`src/rtl/alu_cc_pkg.sv`:
```
package alu_cc_pkg;
    localparam int DW      = 8;
    localparam int NIB     = 4;
    localparam int CC_C    = 0;
    localparam int CC_Z    = 1;
    localparam int CC_N    = 2;
    localparam int CC_I0   = 3;
    localparam int CC_H    = 4;
    localparam int CC_I1   = 5;
    localparam logic [7:0] CC_RESET = 8'hE8;

    typedef enum logic [3:0] {
        OP_ADD = 4'd0, OP_ADC = 4'd1, OP_SUB = 4'd2, OP_SBC = 4'd3,
        OP_AND = 4'd4, OP_OR  = 4'd5, OP_XOR = 4'd6, OP_LD  = 4'd7,
        OP_CP  = 4'd8
    } alu_op_e;

    typedef struct packed {
        logic h_upd;
        logic nz_upd;
        logic c_upd;
        logic h;
        logic n;
        logic z;
        logic c;
    } flag_upd_t;

    typedef struct packed {
        logic i1;
        logic h;
        logic i0;
        logic n;
        logic z;
        logic c;
    } cc_state_t;
endpackage

```
`src/rtl/alu_core.sv`:
```
module alu_core
    import alu_cc_pkg::*;
#(
    parameter int W = DW
) (
    input  logic         valid,
    input  logic [3:0]   op,
    input  logic [W-1:0] a,
    input  logic [W-1:0] b,
    input  logic         cin,
    output logic [W-1:0] res,
    output logic         wb,
    output flag_upd_t    upd
);
    logic [W:0]     sum_w;
    logic [W:0]     dif_w;
    logic [NIB:0]   nib_w;
    logic           use_c;
    logic           is_add;
    logic           is_sub;

    always_comb begin
        is_add = (op == OP_ADD) || (op == OP_ADC);
        is_sub = (op == OP_SUB) || (op == OP_SBC) || (op == OP_CP);
        use_c  = (op == OP_ADC) || (op == OP_SBC);
        sum_w  = {1'b0, a} + {1'b0, b} + {{W{1'b0}}, use_c & cin};
        dif_w  = {1'b0, a} - {1'b0, b} - {{W{1'b0}}, use_c & cin};
        nib_w  = {1'b0, a[NIB-1:0]} + {1'b0, b[NIB-1:0]} + {{NIB{1'b0}}, use_c & cin};

        res = '0;
        wb  = 1'b0;
        upd = '0;
        if (valid) begin
            case (op)
                OP_ADD, OP_ADC:        res = sum_w[W-1:0];
                OP_SUB, OP_SBC, OP_CP: res = dif_w[W-1:0];
                OP_AND:                res = a & b;
                OP_OR:                 res = a | b;
                OP_XOR:                res = a ^ b;
                OP_LD:                 res = b;
                default:               res = '0;
            endcase
            if (op <= OP_CP) begin
                upd.nz_upd = 1'b1;
                upd.n      = res[W-1];
                upd.z      = (res == '0);
                wb         = (op != OP_CP);
            end
            if (is_add) begin
                upd.h_upd = 1'b1;
                upd.h     = nib_w[NIB];
                upd.c_upd = 1'b1;
                upd.c     = sum_w[W];
            end
            if (is_sub) begin
                upd.c_upd = 1'b1;
                upd.c     = dif_w[W];
            end
        end
    end
endmodule

```
`src/rtl/cc_reg.sv`:
```
module cc_reg
    import alu_cc_pkg::*;
(
    input  logic       clk,
    input  logic       rst_n,
    input  flag_upd_t  upd,
    input  logic       cc_we,
    input  logic [7:0] cc_wdata,
    input  logic       mask_we,
    input  logic [1:0] mask_wdata,
    output logic [7:0] cc_out
);
    cc_state_t st_d, st_q;

    always_comb begin
        st_d = st_q;
        if (cc_we) begin
            st_d.i1 = cc_wdata[CC_I1];
            st_d.h  = cc_wdata[CC_H];
            st_d.i0 = cc_wdata[CC_I0];
            st_d.n  = cc_wdata[CC_N];
            st_d.z  = cc_wdata[CC_Z];
            st_d.c  = cc_wdata[CC_C];
        end else begin
            if (mask_we) begin
                st_d.i1 = mask_wdata[1];
                st_d.i0 = mask_wdata[0];
            end
            if (upd.h_upd) st_d.h = upd.h;
            if (upd.nz_upd) begin
                st_d.n = upd.n;
                st_d.z = upd.z;
            end
            if (upd.c_upd) st_d.c = upd.c;
        end
    end

    always_ff @(posedge clk or negedge rst_n) begin
        if (!rst_n) begin
            st_q <= '{i1: CC_RESET[CC_I1], h: CC_RESET[CC_H], i0: CC_RESET[CC_I0],
                      n: CC_RESET[CC_N], z: CC_RESET[CC_Z], c: CC_RESET[CC_C]};
        end else begin
            st_q <= st_d;
        end
    end

    assign cc_out = {2'b11, st_q.i1, st_q.h, st_q.i0, st_q.n, st_q.z, st_q.c};
endmodule

```
`src/rtl/branch_tests.sv`:
```
module branch_tests
    import alu_cc_pkg::*;
(
    input  logic [7:0] cc,
    output logic       h_set,
    output logic       h_clr,
    output logic       minus,
    output logic       plus
);
    always_comb begin
        h_set = cc[CC_H];
        h_clr = ~cc[CC_H];
        minus = cc[CC_N];
        plus  = ~cc[CC_N];
    end
endmodule

```
`src/rtl/alu_ccr_top.sv`:
```
module alu_ccr_top
    import alu_cc_pkg::*;
(
    input  logic       clk,
    input  logic       rst_n,
    input  logic       op_valid,
    input  logic [3:0] op_code,
    input  logic [7:0] acc_in,
    input  logic [7:0] opnd_in,
    output logic [7:0] res_out,
    output logic       res_we,
    input  logic       cc_we,
    input  logic [7:0] cc_wdata,
    input  logic       mask_we,
    input  logic [1:0] mask_wdata,
    output logic [7:0] cc_out,
    output logic       br_h_set,
    output logic       br_h_clr,
    output logic       br_minus,
    output logic       br_plus
);
    flag_upd_t upd;

    alu_core #(.W(DW)) u_core (
        .valid (op_valid),
        .op    (op_code),
        .a     (acc_in),
        .b     (opnd_in),
        .cin   (cc_out[CC_C]),
        .res   (res_out),
        .wb    (res_we),
        .upd   (upd)
    );

    cc_reg u_cc (
        .clk        (clk),
        .rst_n      (rst_n),
        .upd        (upd),
        .cc_we      (cc_we),
        .cc_wdata   (cc_wdata),
        .mask_we    (mask_we),
        .mask_wdata (mask_wdata),
        .cc_out     (cc_out)
    );

    branch_tests u_br (
        .cc    (cc_out),
        .h_set (br_h_set),
        .h_clr (br_h_clr),
        .minus (br_minus),
        .plus  (br_plus)
    );
endmodule

```
`config.mk`:
```
export PLATFORM = sky130hd
export DESIGN_NAME = alu_ccr_top
export DESIGN_NICKNAME = d
export VERILOG_FILES = /design/src/rtl/alu_cc_pkg.sv /design/src/rtl/alu_core.sv /design/src/rtl/cc_reg.sv /design/src/rtl/branch_tests.sv /design/src/rtl/alu_ccr_top.sv
export SDC_FILE = /design/constraint.sdc
export NUM_CORES = 1
export LEC_CHECK = 0
export ABC_CLOCK_PERIOD_IN_PS = 3250
export BUFFER_PORTS_ARGS = -buffer_cell sky130_fd_sc_hd__buf_2
export CAP_MARGIN = 0
export CORE_UTILIZATION = 53
export CTS_CLUSTER_DIAMETER = 40
export CTS_CLUSTER_SIZE = 40
export DETAILED_ROUTE_END_ITERATION = 8
export HOLD_SLACK_MARGIN = 0.03
export PLACE_DENSITY = 0.82
export SYNTH_ARGS = -nofsm -noshare
export SYNTH_HDL_FRONTEND = slang
export SYNTH_SLANG_ARGS = --single-unit
```
`constraint.sdc`:
```
create_clock -name clk -period 3.25 [get_ports clk]
set_input_delay 0.1625 -clock clk [delete_from_list [all_inputs] [get_ports clk]]
set_output_delay 0.1625 -clock clk [all_outputs]
set_load 0.005 [all_outputs]
```
==> impl_results.md, run 1 <==
* Outcome: completed
* Core Util, Final at about two thirds
* Critical Path Start Type: register
* Clk Latency, worst-skew pair at ~0.27 ns
* Slowest cell delay on critical path at approximately 0.47 ns
* CTS max path bufs at 2
* CP dominant cell by count: inv_1
* Commonest non-fill, non-tap cells in the layout: buf_2 (51), inv_1 (35), ha_1 (30)
* Pre-antenna DRT Iters at 4
* Syn avg cell area at 7.746 sq um
* Gr usage total at 24.06%
* Worst hold slack at 0.1059 ns
* Part of the cycle the worst path needs at 95.78%
* Critical path depth in cells at 12
* Upper clock frequency limit at between 300 and 400 MHz
* Routed WL per cell at 12.60 microns
* Dpl ws at roughly 0.032 ns
* Layout Nets at between 300 and 400
* Die footprint at between 0.003 and 0.004 sq mm
* Top Family by Delay on Critical Path: simple AND/OR/NAND/NOR gates
* Netlist Area Pre-Place at roughly 0.0018 sq mm
* Max reg flops at 6
* Number of flops mapped to enable cells by yosys at 0
* Total global routing overflow at 0
* # setup viols final at 0
* Sum of negative setup slack at 0 ns
* # IOs at 56
* H-tree depth at 1
* CTS tree: done
* Final worst slack at around 0.14 ns
* Chip height at 60.10 microns
* CTS Sinks at 6
* Hold depth at 3
* Post-synthesis sequential area ratio at ~8.5%
* Iter 0 DRT Violations at 84
* Pin count of the biggest net entering global routing at 18
* Met1 Use GR at between 30% and 40%
* Cell Rows at 20
* Total of max-cap violations at 0
* Synthesized netlist cell count at 231
* Worst Path Buf+Inv at 3
* Via/cell ratio at 5.486
* Worst Hold Class: in2reg
* Clock-pin slew on the worst setup and hold paths at about 0.05 ns
* Async set or reset register ratio after synthesis at between 90% and 100%
* CP Capture Type: output pin
* Initial antenna violation count at 0
* Total CTS buffers at 3
* Cell variety after synth at 51
* Final Skew at 0.01216 ns
* Leak at between 1 and 1.5 nW
* Worst vdd ir at 0.09377 mV
* M2 GR Usage at between 40% and 50%
* Worst Path Arrival at 2.95 ns
* Main synth FF type: dfrtp_1
* Die W at 60.10 microns
* Initial Util at a little under three fifths
* Crit Path Max Fanout at 3
* Area growth, synth to finish at 18.81%
* Design Area, Final at about 0.0021 sq mm
* ANT cells at 0
* Power per Cell Area at ~240 mW/mm^2
* Critical path data required time at roughly 3.1 ns
* RSZ-0062 raised after global routing: false
* CTS root buf: clkbuf_4
* Routed WL at 4.095 mm
* R2r worst-path depth at 12
* Worst-path cell chain: or4b_4, inv_1, fa_2, inv_1, fa_1, nand3b_1, nand2_2, a31oi_1, xnor2_1, a221oi_2, nor2_1, buf_2
* Routability-driven placement congestion ratio at about 0.86
* Final hold viol count at 0
* #FFs+latches synth at 6
* Busiest grt layer: met2
* Clock period minus worst slack at roughly 3.1 ns
* Final Max Tran Viols at 0
* Wire length of the first global-routing pass at between 6 and 7 mm
* Placed wire-length estimate at 3.365 mm
* Most common cell after layout, fill and taps aside: buf_2
* CP Class: reg2out
* DRC Markers at 0
* Grt met3 use at around 1.5%
* Antenna-violating nets left at 0
* Vias at roughly 1800
* PortBufs at 51
* Layout cells sized above 1 at between 20% and 30%
* Placed instance area at 0.002053 sq mm
* Relative max-transition margin at around 54%
* Ys Warns at 0
* Least-Margin Pin Slew at about 0.68 ns
* CORE AREA at 0.003128 sq mm
* Number of global-route vias before repair at about 1600
* Slowest CP cell: or4b_4
## per-stage QoR
| stage | power [mW] | cells |
|---|---|---|
| after floorplan | 0.3205 | 232 |
| after global placement | 0.3998 | 319 |
| after detailed placement | 0.4073 | 319 |
| after CTS | 0.4989 | 325 |
| after global routing | 0.5464 | 325 |
| final | 0.5007 | 325 |
## Yosys cell counts, types with 5 or more instances
cell type / instances / area share [%]
o21ai_0: 12 / 3.4
inv_1: 35 / 7.3
a21oi_1: 10 / 2.8
a211oi_1: 6 / 2.5
o21ai_1: 5 / 1.4
xnor2_1: 6 / 2.9
a31oi_1: 7 / 2.4
xor2_1: 6 / 2.9
nor2_1: 19 / 4.0
ha_1: 30 / 21
nand2_1: 15 / 3.1
buf_4: 7 / 2.9
## layer usage
metal  up-vias  share of wire [%]
met5         -                  0
met2        66                 47
met3         4                5.7
met4         0               0.93
met1       812                 46
li1        901                  -
## logic make-up (layout without fill, tap and decap cells)
family | count (synthesis) | count (layout) | synth area share [%]
AOI/OAI and AO/OA | 58 | 58 | 21.19
xor gates and xnor gates | 12 | 12 | 5.874
adders and majority gates | 34 | 34 | 25.45
buffers and inverters | 50 | 99 | 12.66
DFF | 6 | 6 | 8.532
muxes | 10 | 10 | 9.441
other | 1 | 2 | 0.2096
and+or+nand+nor | 60 | 60 | 16.64
## report_power, final
part | internal (mW) | switching, mW | leakage [nW]
Combinational | 0.152 | 0.180 | 1.01
Sequential | 0.0842 | 0.00378 | 0.0700
Clock | 0.0469 | 0.0337 | 0.0150
## worst min-delay path: cells and delay by family
kind | cells | cell delay (ns)
buffers and inverters | 1 | 0.08
AOI/OAI and AO/OA | 1 | 0.06
and+or+nand+nor | 1 | 0.03
## path summary, 6_finish.rpt
kind,start,end,slack [ns]
max,u_cc.cc_out[0]$_DFFE_PN0P_,res_out[6],0.14
min,cc_wdata[4],u_cc.cc_out[4]$_DFFE_PN0P_,0.11
max reg2reg,u_cc.cc_out[0]$_DFFE_PN0P_,u_cc.cc_out[0]$_DFFE_PN0P_,0.28
min reg2reg,u_cc.cc_out[3]$_DFFE_PN1P_,u_cc.cc_out[3]$_DFFE_PN1P_,0.57
max in group asynchronous,rst_n,u_cc.cc_out[3]$_DFFE_PN1P_,2.77
min in group asynchronous,rst_n,u_cc.cc_out[1]$_DFFE_PN0P_,0.25
## repair_timing
action | in CTS | in global routing
pin swaps | 2 | 1
resized for setup | 5 | 2
setup endpoints to repair | 3 | 7
hold buffers | 1 | 0
endpoints found under the hold margin | 6 | 0
setup buffers | 1 | 0
## cell type report
class / count / area (sq um)
Timing Repair Buffer: 58 / 310.3
Clock buffer: 4 / 26.28
Sequential cell: 6 / 152.6
Multi-Input combinational cell: 176 / 1443
Fill cell: 282 / 1002
Inverter: 37 / 138.9
Tap cell: 44 / 55.05
(Power assumes the default switching activity.)
==> inputs of run 2 (changes only) <==
--- a/config.mk
+++ b/config.mk
@@ -8,12 +8,11 @@
 export ABC_CLOCK_PERIOD_IN_PS = 3250
 export BUFFER_PORTS_ARGS = -buffer_cell sky130_fd_sc_hd__buf_2
 export CAP_MARGIN = 0
-export CORE_UTILIZATION = 53
+export CORE_UTILIZATION = 30
 export CTS_CLUSTER_DIAMETER = 40
 export CTS_CLUSTER_SIZE = 40
 export DETAILED_ROUTE_END_ITERATION = 8
 export HOLD_SLACK_MARGIN = 0.03
-export PLACE_DENSITY = 0.82
 export SYNTH_ARGS = -nofsm -noshare
 export SYNTH_HDL_FRONTEND = slang
 export SYNTH_SLANG_ARGS = --single-unit
==> impl_results.md, run 2 (synthesized netlist as in run 1, its figures left out) <==
* Worst Hold Class: in2reg
* Leak at ~1.1 nW
* Total of max-cap violations at 0
* PortBufs at between 50 and 60
* Final Skew at between 0.002 and 0.003 ns
* Worst Path Arrival at 2.89 ns
* Gr usage total at roughly 15%
* Routability-driven placement congestion ratio at 0.8205
* CP Class: reg2out
* CTS Sinks at 6
* Worst-path cell chain: or4b_4, fa_2, ha_1, a211oi_2, o21ai_0, a31oi_1, xor2_1, o221a_2, nor2_1, buf_2
* Part of the cycle the worst path needs at 93.93%
* Hold worst-path end: u_cc.cc_out[4]$_DFFE_PN0P_
* # setup viols final at 0
* DRC Markers at 0
* Vias at about 1700
* CTS max path bufs at 2
* Sequential fraction of design power at ~17%
* Power per Cell Area at around 240 mW/mm^2
* Number of global-route vias before repair at 1626
* ANT cells at 0
* Least-Margin Pin Slew at 0.7724 ns
* Outcome: completed
* Dpl ws at -0.05049 ns
* Clock power share at between 20% and 30%
* Clk Latency, worst-skew pair at approximately 0.22 ns
* Max reg flops at 6
* Total CTS buffers at 3
* Post-CTS Setup Inserts at 0
* Total global routing overflow at 0
* Worst vdd ir at around 0.15 mV
* Critical Path Start Type: register
* Clock-pin slew on the worst setup and hold paths at 0.03 ns
* Layout Nets at ~350
* Switching Share at between 40 and 50%
* Most common cell after layout, fill and taps aside: buf_2
* Initial Util at 31.71%
* Final Max Tran Viols at 0
* Iter 0 DRT Violations at 84
* # IOs at 56
* Placed wire-length estimate at ~3.7 mm
* Top Family by Delay on Critical Path: compound AO/OA/AOI/OAI gates
* Crit Path Max Fanout at 3
* Commonest non-fill, non-tap cells in the layout: buf_2 (51), inv_1 (35), ha_1 (30)
* Clock period minus worst slack at between 3 and 4 ns
* Chip height at ~79 microns
* Wire length of the first global-routing pass at 7.631 mm
* Pre-antenna DRT Iters at 5
* R2R setup slack at 0.30 ns
* Critical path data required time at 3.09 ns
* Final worst slack at just under 0.2 ns
* Slowest cell delay on critical path at ~0.48 ns
* Initial antenna violation count at 0
* Combinational power share at between 60 and 70%
* RSZ-0062 raised after global routing: false
* CTS root buf: clkbuf_8
* Hold Crit Start: cc_wdata[4]
* Antenna-violating nets left at 0
* CP Capture Type: output pin
* Cell Rows at 27
* R2R Path Start: u_cc.cc_out[0]$_DFFE_PN0P_
* CTS tree: done
* Pin count of the biggest net entering global routing at 18
* CORE AREA at 0.005642 sq mm
* Internal power at 316.8 uW
* Layout cells sized above 1 at a little under 30%
* Via/cell ratio at approximately 5
* Area growth, synth to finish at 22.10%
* Worst hold slack at roughly 0.15 ns
* R2r worst-path depth at 12
* R2r endpoint: u_cc.cc_out[0]$_DFFE_PN0P_
* Routed WL at 4.512 mm
* Hold depth at 3
* H-tree depth at 1
* Die W at between 70 and 80 microns
* Psw at around 220 uW
* Sum of negative setup slack at 0 ns
* Upper clock frequency limit at ~330 MHz
* Die footprint at between 0.006 and 0.007 sq mm
* Final hold viol count at 0
* Relative max-transition margin at 48.11%
* Worst Path Buf+Inv at 1
* Routed WL per cell at ~13 microns
* Slowest CP cell: or4b_4
==> run 2: power groups by stage <==
stage / Sequential [mW] / Combinational [mW] / Clock, mW
after floorplan: 0.0903 / 0.230 / 0
after global placement: 0.0895 / 0.321 / 0
after detailed placement: 0.0899 / 0.325 / 0
after CTS: 0.0890 / 0.332 / 0.113
after global routing: 0.0900 / 0.377 / 0.117
final: 0.0888 / 0.336 / 0.110
==> run 2: worst reg2reg max path, cell delays in order (launching register included) <==
cell,delay (ns)
dfrtp_1,0.35
or4b_4,0.48
inv_1,0.08
fa_1,0.19
inv_1,0.06
fa_1,0.41
nand3b_1,0.19
nand2_2,0.13
a31oi_1,0.14
o21ai_0,0.21
a211oi_1,0.11
a2111oi_0,0.37
a211o_1,0.17
==> run 2: worst max-delay path by stage <==
stage / start / end / slack [ns] / depth (start not counted)
detailed placement: op_code[0] / u_cc.cc_out[2]$_DFFE_PN0P_ / -0.05 / 12
global placement: op_code[0] / u_cc.cc_out[2]$_DFFE_PN0P_ / 0.03 / 12
finish: u_cc.cc_out[0]$_DFFE_PN0P_ / res_out[7] / 0.20 / 10
floorplan: op_code[2] / u_cc.cc_out[2]$_DFFE_PN0P_ / 0.08 / 12
global route: u_cc.cc_out[0]$_DFFE_PN0P_ / res_out[6] / 0.02 / 12
CTS: u_cc.cc_out[0]$_DFFE_PN0P_ / res_out[6] / 0.02 / 12
==> run 2: repair_timing <==
action,CTS,global route
hold buffers,1,0
hold endpoints to repair,6,0
resized for setup,4,3
setup endpoints to repair,3,5
pin swaps,1,1
==> run 2: metrics by stage <==
stage                     util (%)  instances  power [mW]  cell area (sq um)
final                        38.72        353      0.5351               2185
after global routing         38.72        353      0.5842               2185
after floorplan                  -        232      0.3205               1793
after global placement       37.28        349      0.4107               2103
after detailed placement     37.28        349      0.4148               2103
after CTS                    38.48        353      0.5343               2171
==> run 2: final cells by class <==
| cell class | count | area, sq um |
|---|---|---|
| flip-flops and latches | 6 | 152.6 |
| repair buffers | 59 | 317.8 |
| clock buffers | 3 | 41.29 |
| fillers | 620 | 3457 |
| inverters | 37 | 138.9 |
| well taps | 72 | 90.09 |
| multi-input cells | 176 | 1444 |
==> run 2: metal layers <==
layer | up-vias | routed length [microns] | track usage, %
li1 | 900 | - | -
met1 | 788 | 2257 | 20.81
met2 | 54 | 1978 | 25.00
met3 | 6 | 231 | 1.264
met4 | 0 | 44 | 3.273
met5 | - | 0 | 0
==> inputs of run 3 (changes only) <==
--- a/config.mk
+++ b/config.mk
@@ -5,9 +5,10 @@
 export SDC_FILE = /design/constraint.sdc
 export NUM_CORES = 1
 export LEC_CHECK = 0
+export ABC_AREA = 1
 export ABC_CLOCK_PERIOD_IN_PS = 3250
 export BUFFER_PORTS_ARGS = -buffer_cell sky130_fd_sc_hd__buf_2
-export CAP_MARGIN = 0
+export CAP_MARGIN = 20
 export CORE_UTILIZATION = 30
 export CTS_CLUSTER_DIAMETER = 40
 export CTS_CLUSTER_SIZE = 40
==> impl_results.md, run 3 <==
* Vias at around 2300
* H-tree depth at 1
* Worst Hold Class: in2reg
* Area share of the largest cell type after synthesis at a little under a fifth
* Post-synthesis compound-gate area fraction at around 8%
* Core Util, Final at a little over a third
* Final Skew at between 0.006 and 0.007 ns
* Syn avg cell area at between 5 and 6 sq um
* #FFs+latches synth at 6
* Post-synthesis mux area share at 0%
* CTS Sinks at 6
* Sequential fraction of design power at between 10% and 20%
* ANT cells at 0
* Total CTS buffers at 3
* Number of flops mapped to enable cells by yosys at 0
* Leak at roughly 1.4 nW
* Outcome: completed
* Post-CTS Setup Inserts at 0
* Pin count of the biggest net entering global routing at 13
* Sum of negative setup slack at 0 ns
* Part of the cycle the worst path needs at around four fifths
* CORE AREA at roughly 0.0064 sq mm
* Chip height at 83.72 microns
* Die footprint at about 0.007 sq mm
* Internal power at approximately 300 uW
* Final Max Tran Viols at 0
* Max reg flops at 6
* Initial Util at 31.37%
* Total of max-cap violations at 0
* Initial antenna violation count at 0
* Synthesized netlist cell count at 348
* CP Class: reg2out
* Layout Nets at ~470
* Routed WL at about 5.7 mm
* # setup viols final at 0
* Critical Path Start Type: register
* Cell Rows at 29
* Upper clock frequency limit at 383.1 MHz
* Area contributors post-synth: ha_1 (19%), nand2_1 (18%), inv_1 (13%), nand3_1 (10%), nor2_1 (6.2%)
* Grt met3 use at around 1.6%
* Layout cells sized above 1 at between 10% and 20%
* Met1 Use GR at approximately a fifth
* Iter 0 DRT Violations at approximately 170
* M2 GR Usage at approximately 29%
* Post-cts resize count at 0
* # IOs at 56
* Die W at approximately 84 microns
* Psw at between 200 and 250 uW
* Via/cell ratio at ~4.8
* RSZ-0062 raised after global routing: false
* Clk Latency, worst-skew pair at between 0.2 and 0.25 ns
* CP Capture Type: output pin
* Clock power share at between 20% and 30%
* Routed WL per cell at 12.12 microns
* Busiest grt layer: met2
* Clock-pin slew on the worst setup and hold paths at 0.04 ns
* Antenna-violating nets left at 0
* Wire length of the first global-routing pass at just over 9 mm
* Gr usage total at between 15 and 20%
* Critical path data required time at between 3 and 4 ns
* Final hold viol count at 0
* Main synth FF type: dfrtp_1
* CTS tree: done
* Post-Synth Adder-Cell Area at 22.74%
* Total global routing overflow at 0
* Crit Path Max Fanout at 3
* Ys Warns at 0
* CTS max path bufs at 2
* Combinational power share at between 60% and 70%
* Top cells by count, synth: nand2_1 (97), inv_1 (70), nand3_1 (42)
* Clock period minus worst slack at 2.610 ns
* Largest family of logic cells by synthesized area: simple AND/OR/NAND/NOR gates
* Pre-antenna DRT Iters at 4
* DRC Markers at 0
* Power per Cell Area at 234.0 mW/mm^2
* PortBufs at 51
* Cell variety after synth at 29
* Worst Path Arrival at roughly 2.5 ns
* Most frequent cell after synthesis: nand2_1
* Routability-driven placement congestion ratio at about 0.86
* Most common cell after layout, fill and taps aside: nand2_1
* CTS root buf: clkbuf_8
* Area growth, synth to finish at 16.55%
* Placed wire-length estimate at 4.781 mm
* Simple-gate portion of the synthesized area at between 40% and 50%
* Number of global-route vias before repair at about 2100
* Async set or reset register ratio after synthesis at between 90% and 100%
* Post-Synth XOR/XNOR Area at 0.4372%
* Commonest non-fill, non-tap cells in the layout: nand2_1 (97), inv_1 (70), buf_2 (51)
* Worst vdd ir at roughly 0.25 mV
* Switching Share at a little under half
* Netlist Area Pre-Place at roughly 0.002 sq mm
* Post-synthesis sequential area ratio at 7.620%
* Top cell type by total area after synthesis: ha_1
run 3: changes by cell type in the layout (fill, tap and decap cells not counted), moves of 6 or more:
| cell | before | now |
|---|---|---|
| inv_1 | 35 | 70 |
| nand4_1 | 2 | 8 |
| buf_4 | 7 | 1 |
| nor2_1 | 19 | 33 |
| xnor2_1 | 6 | 0 |
| nand2_1 | 14 | 97 |
| nand3_1 | 4 | 42 |
run 3: repair_timing:
action / in CTS / in global routing
hold endpoints to repair: 6 / 0
setup endpoints to repair: 0 / 0
hold buffers: 1 / 0
run 3: power by group through the flow:
stage / Clock [mW] / Sequential [mW] / Combinational [mW]
after global routing: 0.125 / 0.0910 / 0.385
after global placement: 0 / 0.0907 / 0.329
after detailed placement: 0 / 0.0908 / 0.336
final: 0.116 / 0.0899 / 0.340
after CTS: 0.119 / 0.0898 / 0.339
after floorplan: 0 / 0.0909 / 0.239
run 3: logic make-up (layout without fill, tap and decap cells):
family / after synthesis / after routing
XOR/XNOR: 1 / 1
buffers and inverters: 81 / 127
AO/OA/AOI/OAI: 29 / 29
AND/OR/NAND/NOR: 196 / 196
other: 1 / 2
adder cells (fa/ha/maj): 34 / 34
flip-flops: 6 / 6
run 3: layer usage:
| layer | up-vias | part of all wire (%) |
|---|---|---|
| li1 | 1173 | - |
| met1 | 1023 | 46 |
| met2 | 55 | 47 |
| met3 | 2 | 6.3 |
| met4 | 0 | 0.14 |
| met5 | - | 0 |
run 3: final timing paths:
kind                                            startpoint                    endpoint  slack [ns]  cells after the start
worst max register to register  u_cc.cc_out[0]$_DFFE_PN0P_  u_cc.cc_out[1]$_DFFE_PN0P_        0.94                     14
worst min-delay path                           cc_wdata[5]  u_cc.cc_out[5]$_DFFE_PN1P_        0.17                      3
worst min register to register  u_cc.cc_out[3]$_DFFE_PN1P_  u_cc.cc_out[3]$_DFFE_PN1P_        0.48                      2
worst max-delay path            u_cc.cc_out[0]$_DFFE_PN0P_                  res_out[5]        0.64                     14
max in group asynchronous                            rst_n  u_cc.cc_out[5]$_DFFE_PN1P_        2.71                      2
min in group asynchronous                            rst_n  u_cc.cc_out[4]$_DFFE_PN0P_        0.31                      2
run 3: layout make-up:
cell class / count / area [sq um]
clock buffers: 4 / 45.04
well taps: 77 / 96.34
repair buffers: 53 / 272.8
fillers: 725 / 4051
inverters: 70 / 262.8
flip-flops and latches: 6 / 152.6
multi-input cells: 262 / 1505
run 3: metrics by stage:
step                hold WS (ns)  setup slack [ns]  power, mW  instances  instance area, sq um
global route              0.1734            0.4039     0.6015        472                  2335
detailed placement     -0.004580            0.8438     0.4271        467                  2280
global placement       -0.007017            0.8968     0.4194        467                  2280
finish                    0.1706            0.6396     0.5463        472                  2335
floorplan                -0.1331             1.242     0.3296        349                  2007
CTS                       0.1678            0.6565     0.5473        472                  2335
run 3: worst max-delay path, stage by stage, from the launching register on:
cell,delay [ns]
dfrtp_1,0.39
nand3_1,0.13
inv_1,0.06
fa_1,0.53
inv_1,0.06
ha_1,0.18
inv_1,0.05
nand2_1,0.09
nand3b_1,0.15
nand3b_1,0.09
nand3_1,0.11
nand3_1,0.14
nand2_1,0.09
inv_1,0.03
buf_2,0.11
